### config.mk
export PLATFORM = sky130hd
export DESIGN_NAME = tgt_router
export DESIGN_NICKNAME = d
export VERILOG_FILES = /design/src/rtl/tgt_pkg.sv /design/src/rtl/tgt_access_decode.sv /design/src/rtl/tgt_byte_reduce.sv /design/src/rtl/tgt_index_store.sv /design/src/rtl/tgt_cpu_map.sv /design/src/rtl/tgt_read_format.sv /design/src/rtl/tgt_router.sv
export SDC_FILE = /design/constraint.sdc
export NUM_CORES = 1
export LEC_CHECK = 0
export BUFFER_PORTS_ARGS = -buffer_cell sky130_fd_sc_hd__buf_4
export CORE_AREA = 2 2 329 331
export CTS_CLUSTER_DIAMETER = 100
export DETAILED_ROUTE_END_ITERATION = 8
export DIE_AREA = 0 0 331 333
export PLACE_DENSITY = 0.41
export RECOVER_POWER = 50
export SYNTH_ARGS = -nofsm -noshare
export SYNTH_HDL_FRONTEND = slang
export SYNTH_HIERARCHICAL = 1
export SYNTH_SLANG_ARGS = --single-unit
### constraint.sdc
create_clock -name clk -period 4 [get_ports clk]
set_clock_uncertainty 0.15 [all_clocks]
set_input_delay 1 -clock clk [delete_from_list [all_inputs] [get_ports clk]]
set_output_delay 1 -clock clk [all_outputs]
set_load 0.005 [all_outputs]
### src/rtl/tgt_pkg.sv
package tgt_pkg;

    localparam int BYTE_W        = 8;
    localparam int REG_W         = 32;
    localparam int SLOTS_PER_REG = REG_W / BYTE_W;
    localparam int PRIV_IRQS     = 32;
    localparam int PRIV_REGS     = PRIV_IRQS / SLOTS_PER_REG;
    localparam int MAX_CPUS      = 8;
    localparam int IDX_W         = 3;

    typedef logic [IDX_W-1:0]  cpu_idx_t;
    typedef logic [BYTE_W-1:0] tgt_byte_t;

    typedef enum logic [2:0] {
        ACC_NONE,
        ACC_PRIV_RD,
        ACC_PRIV_WR,
        ACC_SHR_RD,
        ACC_SHR_WR
    } acc_kind_t;

    typedef struct packed {
        logic             valid;
        logic [REG_W-1:0] data;
    } rd_rsp_t;

    // Lowest set bit wins; an empty byte maps to CPU0.
    function automatic cpu_idx_t lowest_cpu(tgt_byte_t b);
        cpu_idx_t r;
        r = '0;
        for (int c = BYTE_W - 1; c >= 0; c--) begin
            if (b[c]) r = cpu_idx_t'(c);
        end
        return r;
    endfunction

    function automatic tgt_byte_t idx_to_byte(cpu_idx_t i);
        return tgt_byte_t'(1) << i;
    endfunction

endpackage

### src/rtl/tgt_access_decode.sv
module tgt_access_decode
    import tgt_pkg::*;
#(
    parameter int NUM_SHARED = 96,
    parameter int WORD_W     = 5,
    parameter int SREG_W     = 5
) (
    input  logic              acc_valid,
    input  logic              acc_write,
    input  logic [WORD_W-1:0] acc_word,
    output acc_kind_t         kind,
    output logic [SREG_W-1:0] sreg
);
    localparam int SHR_REGS  = NUM_SHARED / SLOTS_PER_REG;
    localparam int TOTAL_REG = PRIV_REGS + SHR_REGS;

    always_comb begin
        kind = ACC_NONE;
        sreg = '0;
        if (acc_valid) begin
            if (int'(acc_word) < PRIV_REGS) begin
                kind = acc_write ? ACC_PRIV_WR : ACC_PRIV_RD;
            end else if (int'(acc_word) < TOTAL_REG) begin
                kind = acc_write ? ACC_SHR_WR : ACC_SHR_RD;
                sreg = SREG_W'(acc_word - WORD_W'(PRIV_REGS));
            end
        end
    end
endmodule

### src/rtl/tgt_byte_reduce.sv
module tgt_byte_reduce
    import tgt_pkg::*;
(
    input  logic [REG_W-1:0]               wdata,
    output logic [SLOTS_PER_REG*IDX_W-1:0] picks
);
    for (genvar k = 0; k < SLOTS_PER_REG; k++) begin : g_slot
        assign picks[k*IDX_W +: IDX_W] = lowest_cpu(wdata[k*BYTE_W +: BYTE_W]);
    end
endmodule

### src/rtl/tgt_index_store.sv
module tgt_index_store
    import tgt_pkg::*;
#(
    parameter int NUM_SHARED = 96,
    parameter int SREG_W     = 5
) (
    input  logic                           clk,
    input  logic                           rst,
    input  logic                           wr_en,
    input  logic [SREG_W-1:0]              wr_reg,
    input  logic [SLOTS_PER_REG*IDX_W-1:0] wr_picks,
    output logic [NUM_SHARED*IDX_W-1:0]    idx_flat
);
    for (genvar i = 0; i < NUM_SHARED; i++) begin : g_irq
        localparam int REG_OF  = i / SLOTS_PER_REG;
        localparam int SLOT_OF = i % SLOTS_PER_REG;
        cpu_idx_t idx_q;

        always_ff @(posedge clk) begin
            if (rst) begin
                idx_q <= '0;
            end else if (wr_en && (int'(wr_reg) == REG_OF)) begin
                idx_q <= wr_picks[SLOT_OF*IDX_W +: IDX_W];
            end
        end

        assign idx_flat[i*IDX_W +: IDX_W] = idx_q;
    end

    // the cycle after reset every target is CPU0
    a_r1_reset_cpu0: assert property (@(posedge clk) disable iff (rst)
        $past(rst) |-> (idx_flat == '0));

    // without a shared write no stored target moves
    a_r5_hold_without_write: assert property (@(posedge clk) disable iff (rst)
        !wr_en |=> $stable(idx_flat));
endmodule

### src/rtl/tgt_cpu_map.sv
module tgt_cpu_map
    import tgt_pkg::*;
#(
    parameter int NUM_CPUS   = 8,
    parameter int NUM_SHARED = 96
) (
    input  logic [NUM_SHARED*IDX_W-1:0]    idx_flat,
    output logic [NUM_CPUS*NUM_SHARED-1:0] cpu_map
);
    for (genvar c = 0; c < NUM_CPUS; c++) begin : g_cpu
        for (genvar i = 0; i < NUM_SHARED; i++) begin : g_irq
            assign cpu_map[c*NUM_SHARED + i] =
                (idx_flat[i*IDX_W +: IDX_W] == cpu_idx_t'(c));
        end
    end
endmodule

### src/rtl/tgt_read_format.sv
module tgt_read_format
    import tgt_pkg::*;
#(
    parameter int NUM_SHARED = 96,
    parameter int SREG_W     = 5,
    parameter int CPU_W      = 3
) (
    input  acc_kind_t                   kind,
    input  logic [SREG_W-1:0]           sreg,
    input  logic [CPU_W-1:0]            req_cpu,
    input  logic [NUM_SHARED*IDX_W-1:0] idx_flat,
    output logic [REG_W-1:0]            word
);
    always_comb begin
        word = '0;
        case (kind)
            ACC_PRIV_RD: begin
                for (int k = 0; k < SLOTS_PER_REG; k++) begin
                    word[k*BYTE_W +: BYTE_W] = idx_to_byte(cpu_idx_t'(req_cpu));
                end
            end
            ACC_SHR_RD: begin
                for (int k = 0; k < SLOTS_PER_REG; k++) begin
                    word[k*BYTE_W +: BYTE_W] = idx_to_byte(
                        idx_flat[(int'(sreg)*SLOTS_PER_REG + k)*IDX_W +: IDX_W]);
                end
            end
            default: word = '0;
        endcase
    end
endmodule

### src/rtl/tgt_router.sv
module tgt_router
    import tgt_pkg::*;
#(
    parameter int NUM_CPUS   = 8,
    parameter int NUM_SHARED = 96,
    localparam int SHR_REGS  = NUM_SHARED / SLOTS_PER_REG,
    localparam int NUM_REGS  = PRIV_REGS + SHR_REGS,
    localparam int WORD_W    = $clog2(NUM_REGS),
    localparam int SREG_W    = (SHR_REGS > 1) ? $clog2(SHR_REGS) : 1,
    localparam int CPU_W     = (NUM_CPUS > 1) ? $clog2(NUM_CPUS) : 1,
    localparam int MAP_W     = NUM_CPUS * NUM_SHARED
) (
    input  logic              clk,
    input  logic              rst,
    input  logic              acc_valid,
    input  logic              acc_write,
    input  logic [WORD_W-1:0] acc_word,
    input  logic [REG_W-1:0]  acc_wdata,
    input  logic [CPU_W-1:0]  req_cpu,
    output logic              rd_valid,
    output logic [REG_W-1:0]  rd_data,
    output logic              state_update,
    output logic [MAP_W-1:0]  cpu_target_map
);
    acc_kind_t                      kind;
    logic [SREG_W-1:0]              sreg;
    logic [SLOTS_PER_REG*IDX_W-1:0] picks;
    logic [NUM_SHARED*IDX_W-1:0]    idx_flat;
    logic [REG_W-1:0]               fmt_word;
    rd_rsp_t                        rsp_q;
    logic                           upd_q;

    tgt_access_decode #(.NUM_SHARED(NUM_SHARED), .WORD_W(WORD_W), .SREG_W(SREG_W)) u_decode (
        .acc_valid (acc_valid),
        .acc_write (acc_write),
        .acc_word  (acc_word),
        .kind      (kind),
        .sreg      (sreg)
    );

    tgt_byte_reduce u_reduce (
        .wdata (acc_wdata),
        .picks (picks)
    );

    tgt_index_store #(.NUM_SHARED(NUM_SHARED), .SREG_W(SREG_W)) u_store (
        .clk      (clk),
        .rst      (rst),
        .wr_en    (kind == ACC_SHR_WR),
        .wr_reg   (sreg),
        .wr_picks (picks),
        .idx_flat (idx_flat)
    );

    tgt_cpu_map #(.NUM_CPUS(NUM_CPUS), .NUM_SHARED(NUM_SHARED)) u_map (
        .idx_flat (idx_flat),
        .cpu_map  (cpu_target_map)
    );

    tgt_read_format #(.NUM_SHARED(NUM_SHARED), .SREG_W(SREG_W), .CPU_W(CPU_W)) u_fmt (
        .kind     (kind),
        .sreg     (sreg),
        .req_cpu  (req_cpu),
        .idx_flat (idx_flat),
        .word     (fmt_word)
    );

    always_ff @(posedge clk) begin
        if (rst) begin
            rsp_q <= '0;
            upd_q <= 1'b0;
        end else begin
            rsp_q.valid <= (kind == ACC_PRIV_RD) || (kind == ACC_SHR_RD);
            rsp_q.data  <= fmt_word;
            upd_q       <= (kind == ACC_SHR_WR);
        end
    end

    assign rd_valid     = rsp_q.valid;
    assign rd_data      = rsp_q.data;
    assign state_update = upd_q;

    // pulse only after a shared write, and every shared write gives one
    a_r7_pulse_source: assert property (@(posedge clk) disable iff (rst)
        state_update |-> $past(acc_valid && acc_write && (int'(acc_word) >= PRIV_REGS)));
    a_r7_pulse_follows_write: assert property (@(posedge clk) disable iff (rst)
        (acc_valid && acc_write && (int'(acc_word) >= PRIV_REGS)
         && (int'(acc_word) < NUM_REGS)) |=> state_update);

    // responses only to reads, one bit per byte
    a_r4_rsp_after_read: assert property (@(posedge clk) disable iff (rst)
        rd_valid |-> $past(acc_valid && !acc_write));
    a_r4_bytes_onehot: assert property (@(posedge clk) disable iff (rst)
        rd_valid |-> ($countones(rd_data[7:0]) == 1 && $countones(rd_data[15:8]) == 1 &&
                      $countones(rd_data[23:16]) == 1 && $countones(rd_data[31:24]) == 1));

    // banked read echoes the requester
    a_r6_banked_echo: assert property (@(posedge clk) disable iff (rst)
        (rd_valid && $past(int'(acc_word) < PRIV_REGS)) |->
        (rd_data == {SLOTS_PER_REG{idx_to_byte(cpu_idx_t'($past(req_cpu)))}}));

    // no interrupt has two owners
    for (genvar i = 0; i < NUM_SHARED; i++) begin : g_own
        logic [NUM_CPUS-1:0] col;
        for (genvar c = 0; c < NUM_CPUS; c++) begin : g_col
            assign col[c] = cpu_target_map[c*NUM_SHARED + i];
        end
        a_r8_single_owner: assert property (@(posedge clk) disable iff (rst)
            $onehot0(col));
    end
endmodule

==> out/results.ini, run 1 <==
[final_layout]
final_cell_mix=buf_4, mux2i_1, dfxtp_1, nor3b_1, nand2b_1
fin_nets=3115
area_delta_synth_final_pct=38.6
final_util=0.284
layout_commonest_cell=buf_4
fillCellCount=11500
drive_gt1_frac=0.393

[clock_network]
cts_buffer_depth=3
cts_buffers=41
clock_latency_ns=0.57
hold_buffers=0
cts_resized=0
cts.sinks=322
path_clk_slew_ns=0.06
cts_root_buf=clkbuf_16
cts_tree=built
htreeDepth=2
post_cts_buffers=0

[synthesis]
yosys.area.top_type=dfxtp_1
async_flop_share=0
yosysTopAreaCellShare=0.295
synth_compound_area_frac=0.0490
synth_flop_cell=dfxtp_1
synth_edf_count=0
synth.area.mux_share=0.202
synth_cells=2238
syn_area_sq_mm=0.0218
synth_area_leaders=dfxtp_1, mux2i_1, and3b_2
synthSimpleGateAreaFrac=0.419
ys_types=62
synth-adder-area-share=0.000573
ys_seq_area_frac=0.295
synth_top_family_by_area=simple AND/OR/NAND/NOR gates
yosys_warnings=6
yosys_register_bits=322
synth_xor_area_frac=0
synthesis.nets=2283
avgSynthCellArea_sq_um=9.76

[power]
ir_worst_vdd_uv=215
power.switching_uw=1900
p_int_uw=5590
powerDensity_mw_per_mm2=247
clockPowerShare=0.495
seq_power_share=0.431
pwr-share-comb=0.074
sw_frac_of_total=0.253
p_leak_uw=0.0142

[placed_design]
port_buffers=845
gp_congestion=0.803
dp_hpwl_um=86300
place_ws_ns=0.271

[die]
dieHeight_um=333
fp.dieW_um=331
core_area_sq_mm=0.107
pin_count=846
rows=120
initial_core_util=0.205
dieArea_sq_mm=0.110

[routing]
vias=20400
wire_per_inst_um=25.2
vias_per_cell=4.53
routed_wl_um=113000
drt-initial-drc-count=1030
drtAntennaViolNets=0
drc=0
drtPass1Iterations=4

[timing]
setup_slack_ns=0.703
relSlewSlack=-0.379
fmax_mhz=303
min_period_ns=3.30
setup_tns_ns=0
finalSetupViolations=0
worstMarginPinSlew_ns=2.07
final.period_utilization=0.824
rsz0062_at_grt=false
slew_viol_final=202
finalHoldViolations=0

[worst_setup_path]
path_max_fanout=6
endpoint_kind=flip-flop
critical_path_required_ns=4.31
critPathTopFamily=simple AND/OR/NAND/NOR gates
critPathArrivalTime_ns=3.61
r2r_slack_ns=1.48
slowest_delay_ns=0.66
critPathKind=in -> reg
cp_cell_sequence=buf_4 -> or2_1 -> ha_1 -> and2_0 -> nand3b_1 -> or4_4 -> o31ai_1 -> nor2b_1
start_kind=input pin
worst-path-buf-inv=1
cp_slowest_cell=or4_4

[min_path]
hold_class=reg -> reg

[outcome]
failed_checks=max-capacitance violations, max-slew violations
status=finished with violations

[grt]
grt_usage=0.194
grt_pass1_vias=19500
grt_max_degree=202
grt_pass1_wl_um=154000
grt_overflow=0
antenna_found_initial=3

[job]
maxCapViolCount=1

==> stage by stage <==
step | cell area [sq um] | hold slack (ns) | power [uW] | std cells
5_1_grt | 30300 | 0.479 | 7750 | 4503
2_1_floorplan | 21800 | 0.373 | 3630 | 2238
6_report | 30300 | 0.441 | 7490 | 4505
3_5_place_dp | 29800 | 0.437 | 3870 | 4430
3_3_place_gp | 29800 | 0.431 | 3870 | 4430
4_1_cts | 31100 | 0.445 | 7620 | 4503
==> cells in the mapped netlist, types with 3 or more instances <==
cell,count
buf_2,25
dfxtp_1,322
and3_1,5
o211a_1,11
mux2_1,3
buf_6,12
nor4_1,4
nor2_1,17
and3b_2,288
inv_1,8
o41ai_2,4
o221ai_2,7
mux2_2,6
nor2_2,4
mux4_2,25
and2_1,4
o211ai_2,4
nand3_1,14
a22oi_1,21
o211ai_1,4
o31ai_1,34
buf_4,20
o21ai_1,4
clkbuf_1,50
nand2_1,58
a21oi_1,33
mux2i_1,372
nor3_1,96
nor2b_1,41
nor3b_1,294
a211oi_2,4
nor4b_1,5
and3_2,96
buf_12,4
nand2b_1,302
and4bb_2,3
==> final cells by class <==
type	count	area, sq um	share of cell area
diodes	2	5.00	0.000165
clock inverters	11	92.6	0.00306
repair buffers	904	6020	0.199
clock buffers	62	1220	0.0402
well taps	1403	1760	0.0580
flip-flops and latches	322	6450	0.213
inverters	9	33.8	0.00112
multi-input cells	1792	14700	0.486
==> worst min-delay path, stage by stage, from the launching register on <==
cell	delay, ns
dfxtp_1	0.38
nand2b_1	0.10
mux2i_1	0.06
==> logic make-up (layout without fill, tap and decap cells) <==
group                    after synthesis  after routing
buffers and inverters                124            986
AND/OR/NAND/NOR                     1249           1249
multiplexers                         408            408
adder cells (fa/ha/maj)                1              1
AO/OA/AOI/OAI                        134            134
flip-flops                           322            322
other                                  0              2
==> state kept, by name (all words and copies together) (netlist names) <==
signal,count
state_update,1
u_store/g_irq.idx_q,288
rd_data,32
rd_valid,1
==> power groups by stage <==
stage               Clock, uW  Sequential [uW]  Combinational [uW]
detailed placement          0             3300                 568
global placement            0             3300                 567
floorplan                   0             3290                 332
finish                   3710             3230                 557
global route             3930             3230                 592
CTS                      3820             3230                 569
==> per-layer routing <==
metal | GRT usage | up-vias | share of wire
li1 | - | 9934 | -
met1 | 0.244 | 9760 | 0.44
met3 | 0.0387 | 92 | 0.057
met5 | 0 | - | 0.00019
met2 | 0.342 | 602 | 0.49
met4 | 0.0308 | 4 | 0.014
==> final timing paths <==
check / from / endpoint / depth (start not counted)
hold reg to reg: u_store/g_irq[20].idx_q[1] / u_store/g_irq[20].idx_q[1] / 2
setup / recovery: acc_word[4] / rd_data[27] / 8
setup reg to reg: u_store/g_irq[41].idx_q[2] / rd_data[9] / 6
hold / removal: u_store/g_irq[20].idx_q[1] / u_store/g_irq[20].idx_q[1] / 2
Power figures use the tool's default switching activity.
==> run 2, diff against run 1 <==
- PLACE_DENSITY: 0.41 -> 0.43
- clock period: 4 -> 3 ns (I/O delays scaled with it)
==> out/results.ini, run 2 (synthesis results as in run 1) <==
[placed_design]
dp_hpwl_um=88100  ; was 86300 um
gp_congestion=0.803  ; about the same
place_area_sq_mm=0.0308  ; was 0.0298 sq mm
place_ws_ns=-0.362  ; was 0.271 ns
port_buffers=845  ; unchanged

[timing]
worstMarginPinSlew_ns=0.849  ; was 2.07 ns
setup_tns_ns=0  ; unchanged
rsz0062_at_grt=false  ; unchanged
relSlewSlack=0.434  ; was -0.379
hold-worst-slack_ns=0.442  ; was 0.441 ns
min_period_ns=2.82
finalHoldViolations=0  ; unchanged
slew_viol_final=0  ; was 202
setup_slack_ns=0.181  ; was 0.703 ns
fmax_mhz=355
final.period_utilization=0.940
finalSetupViolations=0  ; unchanged

[grt]
antenna_found_initial=2  ; was 3
met3_usage=0.0397  ; was 0.0387
grt_pass1_vias=20300  ; was 19500
use_met1=0.235  ; was 0.244
grt_usage=0.194  ; about the same
gr-usage-met2=0.348  ; was 0.342
grt_pass1_wl_um=154000  ; about the same
grt_overflow=0  ; unchanged
busiest_layer=met2  ; unchanged
grt_max_degree=148  ; was 202

[worst_setup_path]
r2r_slack_ns=0.41  ; was 1.48 ns
start_kind=input pin  ; unchanged
path_max_fanout=7  ; was 6
cp_slowest_cell=nor2b_2  ; was or4_4
worst-path-buf-inv=3  ; was 1
slowest_delay_ns=0.52  ; was 0.66 ns
cp.depth=10  ; was 8
reg2reg_to=rd_data[15]  ; was rd_data[9]
critical_path_required_ns=3.34  ; was 4.31 ns
endpoint_kind=flip-flop  ; unchanged
rr_worst_depth=8  ; was 6
critPathTopFamily=simple AND/OR/NAND/NOR gates  ; unchanged
path_common_cell=buf_4
reg2reg_from=u_store/g_irq[65].idx_q[2]  ; was u_store/g_irq[41].idx_q[2]
cp_cell_sequence=buf_4 -> o211a_1 -> nor2b_2 -> buf_4 -> buf_4 -> nand2_1 -> nand3_1 -> o211ai_2 -> o31ai_1 -> nor2b_1  ; was buf_4 -> or2_1 -> ha_1 -> and2_0 -> nand3b_1 -> or4_4 -> o31ai_1 -> nor2b_1
critPathKind=in -> reg  ; unchanged
critPathArrivalTime_ns=3.16  ; was 3.61 ns

[routing]
drt-initial-drc-count=1081  ; was 1030
vias=21000  ; was 20400
wire_per_inst_um=24.7  ; was 25.2 um
routed_wl_um=113000  ; about the same
vias_per_cell=4.58  ; was 4.53
drc=0  ; unchanged
drtAntennaViolNets=0  ; unchanged
drtPass1Iterations=4  ; unchanged

[power]
ir_worst_vdd_uv=285  ; was 215 uV
p_leak_uw=0.0149  ; was 0.0142 uW
powerDensity_mw_per_mm2=321  ; was 247 mW/mm^2

[clock_network]
hold_buffers=0  ; unchanged
clock_latency_ns=0.57  ; about the same
cts_buffers=40  ; was 41
post_cts_buffers=0  ; unchanged
htreeDepth=2  ; unchanged
cts_resized=0  ; unchanged
cts_buffer_depth=3  ; unchanged
path_clk_slew_ns=0.06  ; about the same
cts_tree=built  ; unchanged
cts.sinks=322  ; unchanged
cts_root_buf=clkbuf_16  ; unchanged

[die]
initial_core_util=0.205  ; unchanged
rows=120  ; unchanged
core_area_sq_mm=0.107  ; unchanged
fp.dieW_um=331  ; unchanged
dieArea_sq_mm=0.110  ; unchanged
dieHeight_um=333  ; unchanged
pin_count=846  ; unchanged

[final_layout]
fillCellCount=11500  ; about the same
largest_reg_flops=288  ; unchanged
drive_gt1_frac=0.421  ; was 0.393
final_area_sq_mm=0.0315  ; was 0.0303 sq mm
multi_input_area_sq_mm=0.0147  ; about the same
area_delta_synth_final_pct=44.0  ; was 38.6%
seqCellArea_sq_mm=0.00645  ; unchanged
layout_commonest_cell=buf_4  ; unchanged
final_cell_mix=buf_4, mux2i_1, dfxtp_1, nor3b_1, nand2b_1  ; unchanged
fin_nets=3209  ; was 3115
regMostFlops=u_store/g_irq.idx_q  ; unchanged

[min_path]
whs_endpoint=u_store/g_irq[21].idx_q[1]  ; was u_store/g_irq[20].idx_q[1]
hold_class=reg -> reg  ; unchanged
hold_path_depth=2  ; unchanged
hp-start=u_store/g_irq[21].idx_q[1]  ; was u_store/g_irq[20].idx_q[1]

[outcome]
status=complete, no violations  ; was finished with violations

[job]
maxCapViolCount=0  ; was 1

[run 2: changes by cell type in the layout (fill, tap and decap cells not counted), sizes merged]
cell      previous run  this run
inv                 11        12
clkbuf             479       466
bufinv               1         4
clkinvlp             2         3
clkinv               6         5
buf                487       588
[run 2: layer usage]
layer,share of wire,wire (um)
met5,0.00011,13
met4,0.022,2490
met3,0.063,7110
met2,0.50,56300
met1,0.42,47500
[run 2: worst register-to-register path, cell delays in order (launching register included)]
cell      delay (ns)
dfxtp_1         0.30
clkbuf_1        0.45
mux4_2          0.34
nor2_1          0.04
a211oi_1        0.56
o31ai_1         0.13
buf_4           0.17
o31ai_1         0.20
nor2b_1         0.15
[run 2: area by class of cell]
cell class | instances | area share
clock buffer | 55 | 0.0359
tap | 1403 | 0.0558
sequential | 322 | 0.205
multi-input combinational | 1792 | 0.468
clock inverter | 15 | 0.00617
timing repair buffer | 999 | 0.228
inverter | 9 | 0.00107
antenna | 2 | 0.000159
[run 2: power breakdown]
part	switching, uW	internal, uW	leakage [uW]
clock network	2000	2980	0.000642
registers	19.9	4290	0.00259
logic	466	348	0.0117
[run 2: worst max path at each step]
stage / start / to / slack (ns)
final: acc_word[4] / rd_data[6] / 0.18
after floorplan: acc_word[4] / u_store/g_irq[8].idx_q[0] / 0.10
after global placement: acc_word[4] / rd_data[6] / -0.37
after detailed placement: acc_word[4] / rd_data[6] / -0.36
after CTS: u_store/g_irq[31].idx_q[0] / cpu_target_map[127] / 0.22
after global routing: acc_word[4] / rd_data[25] / 0.03
[run 2: metrics by stage]
stage	cells	power (uW)	util
after floorplan	2238	4830	-
after global placement	4525	5230	0.289
after detailed placement	4525	5230	0.289
after CTS	4595	10300	0.302
after global routing	4595	10500	0.295
final	4597	10100	0.295
==> run 3, diff against run 2 <==
- BUFFER_PORTS_ARGS: -buffer_cell sky130_fd_sc_hd__buf_4 -> unset
- CORE_AREA: 2 2 329 331 -> 2 2 333 335
- DIE_AREA: 0 0 331 333 -> 0 0 335 337
- DONT_BUFFER_PORTS: unset -> 1
- PLACE_DENSITY: 0.43 -> 0.35
==> out/results.ini, run 3 (synthesis results as in run 1) <==
[final_layout]
area_delta_synth_final_pct=17.8  ; was 44.0%
seqCellArea_sq_mm=0.00645  ; unchanged
layout_commonest_cell=mux2i_1  ; was buf_4
multi_input_area_sq_mm=0.0147  ; about the same
largest_reg_flops=288  ; unchanged
fin_cells=3765  ; was 4597
drive_gt1_frac=0.275  ; was 0.421
fin_nets=2353  ; was 3209
regMostFlops=u_store/g_irq.idx_q  ; unchanged
fillCellCount=11800  ; was 11500
final_cell_mix=mux2i_1, dfxtp_1, nor3b_1, nand2b_1, and3b_2  ; was buf_4, mux2i_1, dfxtp_1, nor3b_1, nand2b_1

[worst_setup_path]
slowest_delay_ns=0.47  ; was 0.52 ns
cp_cell_sequence=or2_1 -> ha_1 -> and2_0 -> nor3b_1 -> buf_4 -> and4bb_1 -> nand2_1 -> clkbuf_2 -> mux2i_1  ; was buf_4 -> o211a_1 -> nor2b_2 -> buf_4 -> buf_4 -> nand2_1 -> nand3_1 -> o211ai_2 -> o31ai_1 -> nor2b_1
start_kind=input pin  ; unchanged
worst-path-buf-inv=2  ; was 3
endpoint_kind=flip-flop  ; unchanged
rr_worst_depth=7  ; was 8
critPathKind=in -> reg  ; unchanged
reg2reg_to=rd_data[19]  ; was rd_data[15]
cp_slowest_cell=nor3b_1  ; was nor2b_2
path_max_fanout=12  ; was 7
critical_path_required_ns=3.28  ; was 3.34 ns
critPathTopFamily=simple AND/OR/NAND/NOR gates  ; unchanged
critPathArrivalTime_ns=3.17  ; was 3.16 ns
r2r_slack_ns=0.41  ; about the same
reg2reg_from=u_store/g_irq[90].idx_q[2]  ; was u_store/g_irq[65].idx_q[2]

[die]
core_area_sq_mm=0.110  ; was 0.107 sq mm
dieArea_sq_mm=0.113  ; was 0.110 sq mm
fp.dieW_um=335  ; was 331 um
initial_core_util=0.199  ; was 0.205
pin_count=846  ; unchanged
dieHeight_um=337  ; was 333 um
rows=122  ; was 120

[timing]
finalHoldViolations=0  ; unchanged
relSlewSlack=0.477  ; was 0.434
final.period_utilization=0.962  ; was 0.940
fmax_mhz=347  ; was 355 MHz
setup_tns_ns=0  ; unchanged
min_period_ns=2.88  ; was 2.82 ns
hold-worst-slack_ns=0.283  ; was 0.442 ns
finalSetupViolations=0  ; unchanged
slew_viol_final=0  ; unchanged
rsz0062_at_grt=false  ; unchanged
worstMarginPinSlew_ns=0.784  ; was 0.849 ns

[routing]
vias_per_cell=4.82  ; was 4.58
drtPass1Iterations=5  ; was 4
routed_wl_um=106000  ; was 113000 um
wire_per_inst_um=28.1  ; was 24.7 um
drt-initial-drc-count=1058  ; was 1081
drtAntennaViolNets=0  ; unchanged
drc=0  ; unchanged
vias=18100  ; was 21000

[placed_design]
gp_congestion=0.811  ; was 0.803
port_buffers=0  ; was 845
dp_hpwl_um=81900  ; was 88100 um
placed_cells=3688  ; was 4525

[clock_network]
hold_buffers=0  ; unchanged
cts_buffer_depth=3  ; unchanged
clock_latency_ns=0.58  ; was 0.57 ns
path_clk_slew_ns=0.06  ; about the same
cts_tree=built  ; unchanged
cts_buffers=44  ; was 40
post_cts_buffers=0  ; unchanged
cts_root_buf=clkbuf_16  ; unchanged
cts_resized=0  ; unchanged
htreeDepth=2  ; unchanged
cts.sinks=322  ; unchanged

[min_path]
whs_endpoint=state_update  ; was u_store/g_irq[21].idx_q[1]
hold_path_depth=1  ; was 2
hp-start=rst  ; was u_store/g_irq[21].idx_q[1]
hold_class=in -> reg  ; was reg -> reg

[power]
ir_worst_vdd_uv=352  ; was 285 uV
p_leak_uw=0.0113  ; was 0.0149 uW
powerDensity_mw_per_mm2=394  ; was 321 mW/mm^2

[grt]
grt_usage=0.175  ; was 0.194
busiest_layer=met2  ; unchanged
use_met1=0.214  ; was 0.235
grt_overflow=0  ; unchanged
antenna_found_initial=0  ; was 2
gr-usage-met2=0.319  ; was 0.348
grt_pass1_wl_um=140000  ; was 154000 um
met3_usage=0.0334  ; was 0.0397
grt_max_degree=335  ; was 148
grt_pass1_vias=17000  ; was 20300

[job]
maxCapViolCount=0  ; unchanged

[outcome]
status=complete, no violations  ; unchanged

run 3: report_power, final:
group          leakage [uW]  switching (uW)  internal [uW]
registers           0.00259            27.7           4290
clock network      0.000666            2080           3060
logic               0.00806             385            290
total                0.0113            2490           7640
run 3: worst max-delay path by stage:
stage,from,to,slack (ns),cells after the start
after global placement,acc_word[4],rd_data[16],-0.29,9
after global routing,acc_word[4],u_store/g_irq[42].idx_q[0],0.06,9
after detailed placement,acc_word[4],rd_data[11],-0.35,10
after CTS,acc_word[4],rd_data[11],0.24,10
after floorplan,acc_word[4],u_store/g_irq[8].idx_q[0],0.10,8
final,acc_word[4],u_store/g_irq[41].idx_q[1],0.12,9
run 3: per-stage QoR:
step | setup WS, ns | area (sq um) | power [uW] | utilization
after floorplan | 0.103 | 21800 | 4830 | -
after global placement | -0.291 | 24400 | 5090 | 0.223
after detailed placement | -0.352 | 24400 | 5090 | 0.223
after CTS | 0.241 | 25800 | 10300 | 0.235
after global routing | 0.0635 | 25700 | 10500 | 0.235
final | 0.115 | 25700 | 10100 | 0.235
run 3: layout make-up:
cell class	count	share of cell area
Tap cell	1426	0.0693
Timing Repair Buffer	139	0.0547
Clock buffer	60	0.0471
Multi-Input combinational cell	1792	0.571
Sequential cell	322	0.251
Inverter	9	0.00131
Antenna cell	5	0.000486
Clock inverter	12	0.00579
run 3: per-layer routing:
layer / part of all wire / vias up
met4: 0.017 / 0
met3: 0.055 / 88
met5: 0 / -
li1: - / 8414
met2: 0.50 / 608
met1: 0.43 / 9029
